<file path="src/rtl/rs485_dir_ctl.sv">
module rs485_dir_ctl (
  input  logic       clk,
  input  logic       rst_n,
  input  logic       wr_en,
  input  logic [7:0] wr_data,
  output logic [7:0] rd_data,
  input  logic       tx_busy,
  input  logic       rts_n_in,
  input  logic       dtr_n_in,
  input  logic       txrdy_n_in,
  input  logic       rxrdy_n_in,
  output logic       rts_pin,
  output logic       dtr_pin,
  output logic       txrdy_pin,
  output logic       rxrdy_pin
);

  logic [5:0] ctrl_q;
  logic [1:0] route;
  logic       rx_pol, rx_auto, tx_pol, tx_auto;
  logic       txen, rxen;
  logic [3:0] pins_d, pins_q;

  always_ff @(posedge clk or negedge rst_n)
    if (!rst_n)     ctrl_q <= 6'b100000;
    else if (wr_en) ctrl_q <= {wr_data[7:4], wr_data[1:0]};

  assign rd_data = {ctrl_q[5:2], 2'b00, ctrl_q[1:0]};
  assign {rx_pol, rx_auto, tx_pol, tx_auto, route} = ctrl_q;

  assign txen = tx_auto ? (tx_busy ? tx_pol : ~tx_pol) : tx_pol;
  assign rxen = (route == 2'b11 && rx_auto) ? (tx_busy ? ~rx_pol : rx_pol) : rx_pol;

  always_comb begin
    pins_d = {rts_n_in, dtr_n_in, txrdy_n_in, rxrdy_n_in};
    case (route)
      2'b01:   pins_d[3] = txen;
      2'b10:   pins_d[2] = txen;
      2'b11:   pins_d[1:0] = {txen, rxen};
      default: ;
    endcase
  end

  always_ff @(posedge clk or negedge rst_n)
    if (!rst_n) pins_q <= 4'hF;
    else        pins_q <= pins_d;

  assign {rts_pin, dtr_pin, txrdy_pin, rxrdy_pin} = pins_q;

endmodule


</file>
<file path="config.mk">
export PLATFORM = sky130hd
export DESIGN_NAME = rs485_dir_ctl
export DESIGN_NICKNAME = d
export VERILOG_FILES = /design/src/rtl/rs485_dir_ctl.sv
export SDC_FILE = /design/constraint.sdc
export NUM_CORES = 1
export LEC_CHECK = 0
export BUFFER_PORTS_ARGS = -buffer_cell sky130_fd_sc_hd__buf_2
export CAP_MARGIN = 20
export CORE_AREA = 2 2 39 41
export CTS_CLUSTER_SIZE = 16
export DETAILED_ROUTE_END_ITERATION = 6
export DIE_AREA = 0 0 41 43
export GPL_TIMING_DRIVEN = 1
export PLACE_DENSITY = 0.63
export REMOVE_ABC_BUFFERS = 1
export SYNTH_ARGS = -nofsm -noshare
export SYNTH_HDL_FRONTEND = slang
export SYNTH_SLANG_ARGS = --single-unit
export TNS_END_PERCENT = 50
</file>
<file path="constraint.sdc">
create_clock -name clk -period 2.6 [get_ports clk]
set_clock_uncertainty 0.15 [all_clocks]
set_input_delay 0.26 -clock clk [delete_from_list [all_inputs] [get_ports clk]]
set_output_delay 0.26 -clock clk [all_outputs]
set_load 0.005 [all_outputs]
</file>
# Word-level counts from Yosys, hierarchy flattened
# Index checks and enable logic that the tools add are counted.
[word_totals] ff_bits=10 out_inout_bits=12 elab_cells=15
[op_classes] eq_ne=3 n_mux=7 bitwise_logic=2 n_reduce_logical=1
[ops] op="$mux W1" count=6
[ops] op="$eq A2 B2 Y1 const B" count=2
[ops] op="$eq A2 B1 Y1 const B" count=1
[ops] op="$mux W2" count=1
[ops] op="$not A1 Y1" count=2
[ops] op="$logic_and A1 B1 Y1" count=1

# Depth between registers and ports, before layout
# Gate-level depths: netlist (run 1).
[depth] word_depth=4 ltp_mapped=3

# Least setup slack after synthesis (run 1)
# Ideal clock, no wire load.
[synth_path] path_kind="register to register" start="register ctrl_q[2]" end="register pins_q[1]" setup_ns=0.091 arrival_ns=0.811 path_slack_ns=1.548 path_stages_with_launch=4 n_path_buf=0 synth_period_minus_slack_ns=1.052 cell_sequence="dfrtp_1 -> nor2b_2 -> xnor2_1 -> a31oi_1"
[synth_via] elab_chain_cells=2
[synth_rtl] element="from (decl)" line="18" source="logic [5:0] ctrl_q;"
[synth_rtl] element="from (signal assigned)" line="26" source="else if (wr_en) ctrl_q <= {wr_data[7:4], wr_data[1:0]};"
[synth_rtl] element="$mux W1" line="31" source="assign txen = tx_auto ? (tx_busy ? tx_pol : ~tx_pol) : tx_pol;"
[synth_rtl] element="$mux W2" line="36" source="case (route)"
[synth_rtl] element="named net pins_d[1]" line="22" source="logic [3:0] pins_d, pins_q;"
[synth_rtl] element="to (signal assigned)" line="46" source="else pins_q <= pins_d;"
[synth_rtl] element="to (decl)" line="22"
# The timed path passes the listed nets, and every way through them passes these cells.
# A chain may end at the register's enable or synchronous reset.

# Final worst setup path (run 1)
[layout_path] start="register ctrl_q[5]" end="output port rd_data[7]"
[layout_rtl] element="to (decl)" line="6" source="output logic [7:0] rd_data,"
# No word-level cell between the ends.

==> metrics.txt, run 1 <==
# TYPE chip_impl_metric gauge
chip_impl_metric{name="synth-warning-count",unit=""} 0
chip_impl_metric{name="seqPwrFrac",unit="%"} 53.2
chip_impl_metric{name="fin_crit_sh",unit="%"} 51.0
chip_impl_metric{name="cts_resized",unit=""} 0
chip_impl_info{name="most_area_consuming_cells_after_synthesis",value="dfstp_2 31%, dfrtp_1 29%, mux2_2 16%, buf_4 3.5%, a31oi_1 2.9%"} 1
chip_impl_info{name="clockRootBuffer",value="clkbuf_4"} 1
chip_impl_info{name="result_of_the_run",value="completed"} 1
chip_impl_metric{name="power.share.clock",unit="%"} 29.6
chip_impl_metric{name="cellLeakagePower",unit="µW"} 0.000281
chip_impl_metric{name="first_iter_violations",unit=""} 0
chip_impl_metric{name="hold_violations",unit=""} 0
chip_impl_metric{name="drtPass1Iterations",unit=""} 1
chip_impl_metric{name="cts_made_buffers",unit=""} 3
chip_impl_metric{name="cts_num_sinks",unit=""} 10
chip_impl_metric{name="grt_first_pass_wirelength",unit="µm"} 1240
chip_impl_metric{name="ff2ff_setup_slack",unit="ns"} 1.48
chip_impl_info{name="most_instantiated_flip_flop_cell_in_the_synthesis_netlist",value="dfstp_2"} 1
chip_impl_metric{name="max_freq",unit="MHz"} 754
chip_impl_metric{name="post-synth-top-area-fraction",unit="%"} 30.5
chip_impl_metric{name="die_area",unit="µm²"} 1760
chip_impl_metric{name="post_synth_num_cell_types",unit=""} 15
chip_impl_metric{name="final_layout_size_suffix_gt1_share",unit="%"} 63.3
chip_impl_info{name="crit_start",value="ctrl_q[5]"} 1
chip_impl_info{name="yosysMostFrequentCell",value="mux2_2"} 1
chip_impl_info{name="crit_path_top_delay_cell",value="dfstp_2"} 1
chip_impl_metric{name="combinationalPowerShare",unit="%"} 17.2
chip_impl_metric{name="num_rows",unit=""} 14
chip_impl_metric{name="routed_wire_length_per_instance",unit="µm"} 10.2
chip_impl_metric{name="finalNetCount",unit=""} 77
chip_impl_metric{name="fillers",unit=""} 149
chip_impl_metric{name="post-place-cells",unit=""} 71
chip_impl_metric{name="drv_slew",unit=""} 0
chip_impl_metric{name="cts.reportedPaths.clkPinSlew",unit="ns"} 0.07
chip_impl_metric{name="cts_max_level",unit=""} 1
chip_impl_metric{name="io-pin-count",unit=""} 28
chip_impl_metric{name="drtAntennaViolNets",unit=""} 0
chip_impl_metric{name="clkLatencyLatePin",unit="ns"} 0.26
chip_impl_info{name="path_delay_family",value="flip-flops"} 1
chip_impl_metric{name="synth-edff-count",unit=""} 0
chip_impl_metric{name="cap_viol_max_count",unit=""} 0
chip_impl_metric{name="cp_max_fo",unit=""} 3
chip_impl_info{name="critical_path.endpoint",value="rd_data[7]"} 1
chip_impl_metric{name="first_global_vias",unit=""} 303
chip_impl_metric{name="hold-worst-slack",unit="ns"} 0.0543
chip_impl_metric{name="post_synthesis_instance_area",unit="µm²"} 430
chip_impl_metric{name="path_buf_inv",unit=""} 1
chip_impl_metric{name="cts.repair_timing.setup_buffer_count",unit=""} 0
chip_impl_info{name="synth_largest_area_cell",value="dfstp_2"} 1
chip_impl_metric{name="cts-hold-fix-buffers",unit=""} 1
chip_impl_info{name="worstPathCellList",value="buf_2"} 1
chip_impl_metric{name="die_width",unit="µm"} 41
chip_impl_metric{name="drt_drc_violations_left",unit=""} 0
chip_impl_info{name="end_kind",value="primary output"} 1
chip_impl_metric{name="globalplace.congestion",unit=""} 0.656
chip_impl_info{name="cts_tree",value="done"} 1
chip_impl_metric{name="vdd_ir_drop_max",unit="mV"} 0.238
chip_impl_metric{name="cell_internal_pwr",unit="µW"} 276
chip_impl_metric{name="preCtsSetupSlack",unit="ns"} 1.49
chip_impl_metric{name="grt_start_max_net_pins",unit=""} 11
chip_impl_metric{name="buffer_ports.inserted",unit=""} 23
chip_impl_metric{name="route.vias.total",unit=""} 327
chip_impl_metric{name="antenna_diode_count",unit=""} 0
chip_impl_metric{name="period_needed",unit="ns"} 1.33
chip_impl_metric{name="switching_power_as_a_share_of_total_power",unit="%"} 23.9
chip_impl_metric{name="cts.path.max_buffers",unit=""} 2
chip_impl_info{name="timing.critical_path.from_type",value="register"} 1
chip_impl_metric{name="synth_seq_area_share",unit="%"} 59.6
chip_impl_metric{name="worst-endpoint-required",unit="ns"} 2.19
chip_impl_metric{name="power_density",unit="nW/µm²"} 620
chip_impl_metric{name="synthArstFlopShare",unit="%"} 100
chip_impl_metric{name="worst_ep_arrival_time",unit="ns"} 0.92
chip_impl_metric{name="rr_worst_depth",unit=""} 3
chip_impl_info{name="timing.rr.start",value="ctrl_q[2]"} 1
chip_impl_metric{name="avgSynthCellArea",unit="µm²"} 12.7
chip_impl_metric{name="grt_antenna_before_repair",unit=""} 0
chip_impl_metric{name="report.final.setup_viol",unit=""} 0
chip_impl_metric{name="critical_path_cell_count",unit=""} 1
chip_impl_info{name="min_path_type",value="input pin to register"} 1
chip_impl_metric{name="global_route.usage.total",unit="%"} 11.1
chip_impl_metric{name="post_drt_via_cell_ratio",unit=""} 4.30
chip_impl_metric{name="total_power",unit="µW"} 363
chip_impl_metric{name="area_added_between_synthesis_and_finish",unit="%"} 36.0
chip_impl_metric{name="worst_path_largest_cell_delay",unit="ns"} 0.55
chip_impl_metric{name="instance_count_of_the_mapped_netlist",unit=""} 34
chip_impl_metric{name="totalNegativeSetupSlack",unit="ns"} 0
chip_impl_metric{name="detailed_route_wire_length",unit="µm"} 777
chip_impl_metric{name="initial_utilization",unit="%"} 31.1
chip_impl_metric{name="finalWorstSetupSlack",unit="ns"} 1.27
chip_impl_info{name="r2r_end",value="pins_q[1]"} 1
chip_impl_info{name="crit_type",value="register to primary output"} 1
chip_impl_info{name="commonest_cells_post_synth",value="6 x mux2_2, 5 x dfrtp_1, 5 x dfstp_2"} 1
chip_impl_metric{name="sum_of_net_half_perimeters_after_detailed_placement",unit="µm"} 616
chip_impl_metric{name="ys_ff_latch",unit=""} 10
chip_impl_metric{name="netSwitchingPower",unit="µW"} 86.7
chip_impl_info{name="rsz_0062_raised_after_global_routing",value="no"} 1
chip_impl_metric{name="non_filler_instance_count_after_layout",unit=""} 76
chip_impl_metric{name="grt.overflow.total",unit=""} 0
chip_impl_metric{name="placeableCoreArea",unit="µm²"} 1380
chip_impl_metric{name="die_height",unit="µm"} 43
-- layout make-up --
cell class | instances | area, µm² | area share, %
repair buffers | 24 | 125 | 21.4
well taps | 16 | 20.0 | 3.42
clock buffers | 4 | 26.3 | 4.49
flip-flops and latches | 10 | 256 | 43.8
multi-input cells | 22 | 158 | 26.9
-- routing by layer --
metal  part of all wire (%)  track usage [%]
met1                     42             13.7
met2                     45             14.7
met3                     11             3.14
met4                    2.4             10.0
met5                      0                0
-- sequential cells by signal, summed over array words and instances (netlist names) --
| name | cells |
|---|---|
| ctrl_q | 6 |
| pins_q | 4 |
-- power groups by stage --
| stage | Sequential (µW) | Clock [µW] | Combinational [µW] |
|---|---|---|---|
| global route | 196 | 117 | 72.6 |
| detailed placement | 196 | 0 | 62.7 |
| CTS | 193 | 113 | 64.0 |
| global placement | 195 | 0 | 61.9 |
| finish | 193 | 107 | 62.4 |
| floorplan | 197 | 0 | 26.4 |
-- cells in the final DEF (no fill, tap or decap) --
cell type,synthesis,routed
o21ai_0,1,1
clkbuf_4,0,3
xnor2_1,1,1
nand2_1,3,3
o21ai_1,1,1
buf_2,1,23
nor2b_2,1,1
dlygate4sd3_1,0,1
a31oi_1,2,2
dfrtp_1,5,5
clkbuf_1,0,1
a21oi_1,2,2
mux2_2,6,6
xor2_1,1,1
conb_1,1,2
nand2b_1,2,2
dfstp_2,5,5
-- stage by stage --
step / util [%] / instance area, µm²
after global routing: 42.3 / 586
after CTS: 42.3 / 586
after floorplan: - / 414
after detailed placement: 39.7 / 549
final: 42.3 / 586
after global placement: 39.7 / 549
-- cells by family (layout without fill, tap and decap cells) --
kind of cell	Yosys count	in the layout	synth area share (%)
buffers and inverters	3	28	4.65
DFF	10	10	59.6
muxes	6	6	15.7
xor gates and xnor gates	2	2	4.07
AOI/OAI and AO/OA	6	6	7.56
other	1	2	0.871
and+or+nand+nor	6	6	7.56
-- how the worst min path moves through the flow --
stage,slack [ns],startpoint,to,depth (start not counted)
floorplan,-0.19,rst_n,ctrl_q[0],0
global placement,-0.02,rst_n,ctrl_q[2],1
detailed placement,-0.02,rst_n,ctrl_q[2],1
CTS,0.05,rts_n_in,pins_q[3],3
global route,0.07,wr_data[5],ctrl_q[3],2
finish,0.05,rts_n_in,pins_q[3],3
Note: power is estimated with default switching activity, not from simulation.
==> run 2: changes to the inputs <==
ABC_AREA = 1   (was default)
CORE_AREA = default   (was 2 2 39 41)
CORE_MARGIN = 1   (was default)
CORE_UTILIZATION = 35   (was default)
DIE_AREA = default   (was 0 0 41 43)
PLACE_DENSITY = 0.69   (was 0.63)
clock period = 1.2 ns   (was 2.6 ns; I/O delays follow)
==> run 2 against run 1 <==
  * Setup slack got worse by 1.3 ns
  * Flip-flop and latch count did not move
  * Final cell count up 39%
  * Non-clock buffer count up 11
  * Sequential share of layout area is 7.9 points lower
  * Combinational power is 150% higher
  * Die area is 17% lower
  * Total power rose by 120%
  * Register-to-register slack worse by 1.3 ns
  * Core utilization increased by 19 points
  * Via count is 37% higher
==> metrics.txt, run 2 <==
# TYPE chip_impl_metric gauge
chip_impl_metric{name="instance_count_of_the_mapped_netlist",unit=""} 55
chip_impl_info{name="crit_path_top_delay_cell",value="dfstp_2"} 1
chip_impl_info{name="worstPathCellList",value="buf_2"} 1
chip_impl_metric{name="cts.reportedPaths.clkPinSlew",unit="ns"} 0.06
chip_impl_metric{name="largest_reg_flops",unit=""} 6
chip_impl_metric{name="post_synth_num_cell_types",unit=""} 10
chip_impl_metric{name="first_iter_violations",unit=""} 10
chip_impl_metric{name="power_density",unit="nW/µm²"} 1120
chip_impl_metric{name="area_added_between_synthesis_and_finish",unit="%"} 56.0
chip_impl_metric{name="finalNetCount",unit=""} 109
chip_impl_metric{name="cts_made_buffers",unit=""} 3
chip_impl_metric{name="drtPass1Iterations",unit=""} 4
chip_impl_metric{name="report.final.setup_viol",unit=""} 0
chip_impl_metric{name="cap_viol_max_count",unit=""} 0
chip_impl_metric{name="ff2ff_setup_slack",unit="ns"} 0.23
chip_impl_metric{name="rr_worst_depth",unit=""} 2
chip_impl_metric{name="global_route.usage.total",unit="%"} 17.8
chip_impl_metric{name="grt_start_max_net_pins",unit=""} 13
chip_impl_metric{name="period_needed",unit="ns"} 1.18
chip_impl_info{name="crit_type",value="register to primary output"} 1
chip_impl_metric{name="die_area",unit="µm²"} 1460
chip_impl_info{name="synth_largest_area_cell",value="dfstp_2"} 1
chip_impl_metric{name="dr_wl_met3",unit="µm"} 61
chip_impl_metric{name="grt_first_pass_wirelength",unit="µm"} 1720
chip_impl_metric{name="synth-warning-count",unit=""} 0
chip_impl_metric{name="drt_drc_violations_left",unit=""} 0
chip_impl_metric{name="final_layout_size_suffix_gt1_share",unit="%"} 33.7
chip_impl_metric{name="totalNegativeSetupSlack",unit="ns"} 0
chip_impl_metric{name="post_synthesis_instance_area",unit="µm²"} 458
chip_impl_metric{name="path_buf_inv",unit=""} 1
chip_impl_metric{name="route.vias.total",unit=""} 449
chip_impl_metric{name="preCtsSetupSlack",unit="ns"} 0.247
chip_impl_metric{name="routed_wire_length_per_instance",unit="µm"} 9.68
chip_impl_metric{name="post-synth-top-area-fraction",unit="%"} 28.7
chip_impl_metric{name="grt_antenna_before_repair",unit=""} 0
chip_impl_metric{name="cts_num_sinks",unit=""} 10
chip_impl_info{name="end_kind",value="primary output"} 1
chip_impl_metric{name="max_freq",unit="MHz"} 847
chip_impl_metric{name="cp_max_fo",unit=""} 3
chip_impl_info{name="final_cell_mix",value="23 x buf_2, 17 x nand2_1, 12 x dlygate4sd3_1, 8 x inv_1, 8 x o21ai_0"} 1
chip_impl_metric{name="initial_utilization",unit="%"} 39.6
chip_impl_info{name="final_common_cell",value="buf_2"} 1
chip_impl_metric{name="cts.repair_timing.setup_buffer_count",unit=""} 0
chip_impl_info{name="clockRootBuffer",value="clkbuf_4"} 1
chip_impl_info{name="path_delay_family",value="flip-flops"} 1
chip_impl_metric{name="synth-edff-count",unit=""} 0
chip_impl_metric{name="post_drt_via_cell_ratio",unit=""} 4.24
chip_impl_metric{name="worst_ep_arrival_time",unit="ns"} 0.91
chip_impl_metric{name="first_global_vias",unit=""} 442
chip_impl_info{name="commonest_cells_post_synth",value="17 x nand2_1, 8 x inv_1, 8 x o21ai_0"} 1
chip_impl_metric{name="die_height",unit="µm"} 38.2
chip_impl_info{name="most_instantiated_flip_flop_cell_in_the_synthesis_netlist",value="dfstp_2"} 1
chip_impl_metric{name="detailed_route_wire_length",unit="µm"} 1030
chip_impl_metric{name="met2_wirelength",unit="µm"} 526
chip_impl_metric{name="vdd_ir_drop_max",unit="mV"} 0.572
chip_impl_info{name="largestRegisters",value="ctrl_q x6, pins_q x4"} 1
chip_impl_info{name="rsz_0062_raised_after_global_routing",value="yes"} 1
chip_impl_metric{name="cts.path.max_buffers",unit=""} 2
chip_impl_info{name="min_path_type",value="input pin to register"} 1
chip_impl_metric{name="avgSynthCellArea",unit="µm²"} 8.33
chip_impl_info{name="timing.critical_path.from_type",value="register"} 1
chip_impl_metric{name="worst-endpoint-required",unit="ns"} 0.93
chip_impl_metric{name="buffer_ports.inserted",unit=""} 23
chip_impl_metric{name="sum_of_net_half_perimeters_after_detailed_placement",unit="µm"} 684
chip_impl_info{name="result_of_the_run",value="completed"} 1
chip_impl_info{name="most_area_consuming_cells_after_synthesis",value="dfstp_2 29%, dfrtp_1 27%, nand2_1 14%, o21ai_0 8.7%, nand3_1 6.6%"} 1
chip_impl_metric{name="drt-met1-wl",unit="µm"} 421
chip_impl_info{name="regMostFlops",value="ctrl_q"} 1
chip_impl_metric{name="cts_resized",unit=""} 0
chip_impl_metric{name="fin_crit_sh",unit="%"} 98.4
chip_impl_metric{name="placeableCoreArea",unit="µm²"} 1160
chip_impl_metric{name="fin_util",unit="%"} 61.8
chip_impl_info{name="yosysMostFrequentCell",value="nand2_1"} 1
chip_impl_metric{name="clkLatencyLatePin",unit="ns"} 0.26
chip_impl_metric{name="num_rows",unit=""} 12
chip_impl_metric{name="hold_violations",unit=""} 0
chip_impl_info{name="crit_start",value="ctrl_q[5]"} 1
chip_impl_info{name="holdCritStartpoint",value="wr_en"} 1
chip_impl_metric{name="worst_hold_path.num_cells",unit=""} 2
chip_impl_info{name="r2r_end",value="ctrl_q[5]"} 1
chip_impl_metric{name="globalplace.congestion",unit=""} 0.691
chip_impl_metric{name="cellLeakagePower",unit="µW"} 0.000388
chip_impl_metric{name="io-pin-count",unit=""} 28
chip_impl_metric{name="drtAntennaViolNets",unit=""} 0
chip_impl_metric{name="synth_seq_area_share",unit="%"} 56.0
chip_impl_metric{name="grt.overflow.total",unit=""} 0
chip_impl_metric{name="cts_max_level",unit=""} 1
chip_impl_metric{name="ys_ff_latch",unit=""} 10
chip_impl_info{name="timing.rr.start",value="ctrl_q[5]"} 1
chip_impl_metric{name="hold-worst-slack",unit="ns"} 0.00843
chip_impl_metric{name="die_width",unit="µm"} 38.2
chip_impl_metric{name="drv_slew",unit=""} 0
chip_impl_metric{name="worst_path_largest_cell_delay",unit="ns"} 0.54
chip_impl_info{name="routed.top_layer",value="met4"} 1
chip_impl_info{name="whs_endpoint",value="ctrl_q[5]"} 1
chip_impl_metric{name="antenna_diode_count",unit=""} 0
chip_impl_info{name="cts_tree",value="done"} 1
chip_impl_metric{name="finalWorstSetupSlack",unit="ns"} 0.0192
chip_impl_metric{name="synthArstFlopShare",unit="%"} 100
==> run 2: report_power, final <==
group | internal, µW | switching, µW | leakage, µW
clock | 129 | 115 | 0.0000150
sequential | 383 | 21.2 | 0.000113
combinational | 83.6 | 71.5 | 0.000259
==> run 2: cell families after synthesis <==
logic type | Yosys count | synth area share [%]
buffers and inverters | 11 | 12.3
AOI/OAI and AO/OA | 8 | 8.74
and+or+nand+nor | 25 | 22.1
DFF | 10 | 56.0
other | 1 | 0.819
==> run 2: per-layer routing <==
| metal | vias to the layer above | GRT usage [%] |
|---|---|---|
| met1 | 188 | 20.4 |
| met5 | - | 0 |
| met2 | 20 | 28.8 |
| li1 | 239 | - |
| met4 | 0 | 13.4 |
| met3 | 2 | 3.49 |
==> run 2: how the worst max path moves through the flow <==
stage | endpoint | slack (ns) | depth (start not counted)
2_1_floorplan | pins_q[0] | 0.27 | 3
3_3_place_gp | pins_q[0] | 0.26 | 4
3_5_place_dp | ctrl_q[5] | 0.25 | 2
4_1_cts | rd_data[7] | 0.01 | 1
5_1_grt | rd_data[7] | -0.007 | 1
6_report | rd_data[7] | 0.02 | 1
==> run 2: stage by stage <==
| stage | cells | area (µm²) | total power (µW) |
|---|---|---|---|
| floorplan | 53 | 435 | 463 |
| finish | 106 | 714 | 804 |
| global placement | 90 | 568 | 531 |
| CTS | 106 | 714 | 815 |
| global route | 106 | 714 | 861 |
| detailed placement | 90 | 568 | 536 |
==> run 2: repair_timing <==
| action | in CTS | in global routing |
|---|---|---|
| hold endpoints to repair | 20 | 0 |
| hold buffers | 12 | 0 |
| setup endpoints to repair | 0 | 1 |
==> run 2: final cells by class <==
cell class	count	area, µm²
Inverter	8	30.0
Multi-Input combinational cell	35	149
Tap cell	14	17.5
Sequential cell	10	256
Clock buffer	4	26.3
Fill cell	109	442
Timing Repair Buffer	35	235
==> run 3: changes to the inputs <==
REMOVE_ABC_BUFFERS = default   (was 1)
==> run 3 against run 2 <==
  * Combinational power barely moved
  * Highest routed layer is now met3
  * Core utilization is the same
  * Sequential share of layout area unchanged
  * Total power grew 0.33%
  * Via count up 2.0%
  * Count of clock-buffer cells in the layout unchanged
  * Register-to-register slack got worse by 0.02 ns
==> metrics.txt, run 3 (synthesis gave the netlist of run 2 again) <==
# TYPE chip_impl_metric gauge
chip_impl_info{name="result_of_the_run",value="completed"} 1
chip_impl_metric{name="worst_path_largest_cell_delay",unit="ns"} 0.54
chip_impl_info{name="crit_type",value="register to primary output"} 1
chip_impl_info{name="clockRootBuffer",value="clkbuf_4"} 1
chip_impl_metric{name="worst_ep_arrival_time",unit="ns"} 0.91
chip_impl_metric{name="worst_hold_path.num_cells",unit=""} 2
chip_impl_metric{name="grt_antenna_before_repair",unit=""} 0
chip_impl_metric{name="power_density",unit="nW/µm²"} 1130
chip_impl_metric{name="routed_wire_length_per_instance",unit="µm"} 9.28
chip_impl_metric{name="detailed_route_wire_length",unit="µm"} 984
chip_impl_metric{name="post_drt_via_cell_ratio",unit=""} 4.32
chip_impl_metric{name="drt_drc_violations_left",unit=""} 0
chip_impl_metric{name="seqPwrFrac",unit="%"} 50.1
chip_impl_metric{name="finalNetCount",unit=""} 109
chip_impl_metric{name="report.final.setup_viol",unit=""} 0
chip_impl_metric{name="grt_start_max_net_pins",unit=""} 13
chip_impl_info{name="worstPathCellList",value="buf_2"} 1
chip_impl_metric{name="cellLeakagePower",unit="µW"} 0.000388
chip_impl_metric{name="cts.reportedPaths.clkPinSlew",unit="ns"} 0.07
chip_impl_metric{name="fin_util",unit="%"} 61.8
chip_impl_metric{name="cp_max_fo",unit=""} 3
chip_impl_metric{name="final_layout_size_suffix_gt1_share",unit="%"} 33.7
chip_impl_metric{name="netSwitchingPower",unit="µW"} 211
chip_impl_metric{name="post-place-cells",unit=""} 90
chip_impl_metric{name="multi_input_combinational_cell_area",unit="µm²"} 149
chip_impl_info{name="min_path_type",value="input pin to register"} 1
chip_impl_metric{name="cts_max_level",unit=""} 1
chip_impl_info{name="r2r_end",value="ctrl_q[5]"} 1
chip_impl_metric{name="vdd_ir_drop_max",unit="mV"} 0.499
chip_impl_info{name="holdCritStartpoint",value="wr_en"} 1
chip_impl_metric{name="largest_reg_flops",unit=""} 6
chip_impl_info{name="path_delay_family",value="flip-flops"} 1
chip_impl_metric{name="rr_worst_depth",unit=""} 2
chip_impl_metric{name="cts_resized",unit=""} 0
chip_impl_metric{name="cts_num_sinks",unit=""} 10
chip_impl_metric{name="worst-endpoint-required",unit="ns"} 0.93
chip_impl_metric{name="area_added_between_synthesis_and_finish",unit="%"} 56.0
chip_impl_metric{name="register_area",unit="µm²"} 256
chip_impl_info{name="rsz_0062_raised_after_global_routing",value="yes"} 1
chip_impl_metric{name="ff2ff_setup_slack",unit="ns"} 0.21
chip_impl_info{name="whs_endpoint",value="ctrl_q[5]"} 1
chip_impl_info{name="largestRegisters",value="ctrl_q x6, pins_q x4"} 1
chip_impl_info{name="cts_tree",value="done"} 1
chip_impl_metric{name="non_filler_instance_count_after_layout",unit=""} 106
chip_impl_metric{name="antenna_diode_count",unit=""} 0
chip_impl_metric{name="drv_slew",unit=""} 0
chip_impl_metric{name="grt.overflow.total",unit=""} 0
chip_impl_metric{name="globalplace.congestion",unit=""} 0.667
chip_impl_metric{name="path_buf_inv",unit=""} 1
chip_impl_info{name="final_common_cell",value="buf_2"} 1
chip_impl_info{name="timing.critical_path.from_type",value="register"} 1
chip_impl_metric{name="cts_made_buffers",unit=""} 3
chip_impl_metric{name="max_freq",unit="MHz"} 848
chip_impl_metric{name="die_width",unit="µm"} 38.2
chip_impl_metric{name="drtAntennaViolNets",unit=""} 0
chip_impl_metric{name="placeableCoreArea",unit="µm²"} 1160
chip_impl_info{name="crit_path_top_delay_cell",value="dfstp_2"} 1
chip_impl_metric{name="switching_power_as_a_share_of_total_power",unit="%"} 26.2
chip_impl_metric{name="sum_of_net_half_perimeters_after_detailed_placement",unit="µm"} 679
chip_impl_metric{name="route.vias.total",unit=""} 458
chip_impl_info{name="end_kind",value="primary output"} 1
chip_impl_metric{name="num_rows",unit=""} 12
chip_impl_info{name="timing.rr.start",value="ctrl_q[5]"} 1
chip_impl_metric{name="fillers",unit=""} 113
chip_impl_metric{name="clkLatencyLatePin",unit="ns"} 0.26
chip_impl_metric{name="power.share.clock",unit="%"} 30.6
chip_impl_metric{name="hold_violations",unit=""} 0
chip_impl_metric{name="drtPass1Iterations",unit=""} 2
chip_impl_metric{name="cts.path.max_buffers",unit=""} 2
chip_impl_metric{name="buffer_ports.inserted",unit=""} 23
chip_impl_info{name="regMostFlops",value="ctrl_q"} 1
chip_impl_metric{name="die_area",unit="µm²"} 1460
chip_impl_metric{name="global_route.usage.total",unit="%"} 15.9
chip_impl_metric{name="initial_utilization",unit="%"} 39.6
chip_impl_metric{name="period_needed",unit="ns"} 1.18
chip_impl_metric{name="cts.repair_timing.setup_buffer_count",unit=""} 0
chip_impl_metric{name="fin_crit_sh",unit="%"} 98.3
chip_impl_metric{name="die_height",unit="µm"} 38.2
chip_impl_metric{name="first_iter_violations",unit=""} 5
chip_impl_metric{name="cell_internal_pwr",unit="µW"} 595
chip_impl_metric{name="io-pin-count",unit=""} 28
chip_impl_metric{name="combinationalPowerShare",unit="%"} 19.2
chip_impl_metric{name="cap_viol_max_count",unit=""} 0
chip_impl_metric{name="first_global_vias",unit=""} 420
chip_impl_info{name="final_cell_mix",value="23 x buf_2, 17 x nand2_1, 12 x dlygate4sd3_1, 8 x inv_1, 8 x o21ai_0"} 1
chip_impl_metric{name="grt_first_pass_wirelength",unit="µm"} 1570
-- run 3: cell counts in the layout (fill, tap and decap cells not counted) --
No cell type changed its count.
-- run 3: per-stage QoR --
step           setup slack [ns]  setup TNS, ns  instance area [µm²]  power [µW]  hold slack [ns]
2_1_floorplan             0.267              0                  462         473           -0.326
3_3_place_gp              0.262              0                  568         531           -0.167
3_5_place_dp              0.231              0                  568         536           -0.161
4_1_cts                 0.00848              0                  714         815          0.00953
5_1_grt                -0.00623       -0.00623                  714         856           0.0503
6_report                 0.0209              0                  714         806           0.0168
-- run 3: worst max path at each step --
stage / from / to / cells past startpoint
6_report: ctrl_q[5] / rd_data[7] / 1
5_1_grt: ctrl_q[5] / rd_data[7] / 1
4_1_cts: ctrl_q[5] / rd_data[7] / 1
3_5_place_dp: ctrl_q[5] / ctrl_q[5] / 2
3_3_place_gp: ctrl_q[5] / pins_q[0] / 4
2_1_floorplan: ctrl_q[5] / pins_q[0] / 3
-- run 3: area by class of cell --
class / count / area share, %
multi-input cells: 35 / 20.8
clock buffers: 4 / 3.68
well taps: 14 / 2.45
flip-flops and latches: 10 / 35.9
inverters: 8 / 4.20
repair buffers: 35 / 32.9
-- run 3: layer usage --
layer / up-vias / GRT usage, % / wire length (µm)
met1: 199 / 18.5 / 433
met2: 18 / 27.1 / 498
met4: 0 / 8.04 / 0
met3: 0 / 3.49 / 52
met5: - / 0 / 0
li1: 241 / - / -
-- run 3: repair_timing --
action | CTS | global route
endpoints found under the setup margin | 0 | 1
endpoints found under the hold margin | 20 | 0
hold buffers | 12 | 0
-- run 3: power groups by stage --
| stage | clock [µW] | combinational (µW) | sequential (µW) |
|---|---|---|---|
| after floorplan | 0 | 60.2 | 413 |
| after global placement | 0 | 123 | 408 |
| after detailed placement | 0 | 126 | 410 |
| after CTS | 255 | 156 | 404 |
| after global routing | 269 | 177 | 410 |
| final | 247 | 155 | 404 |
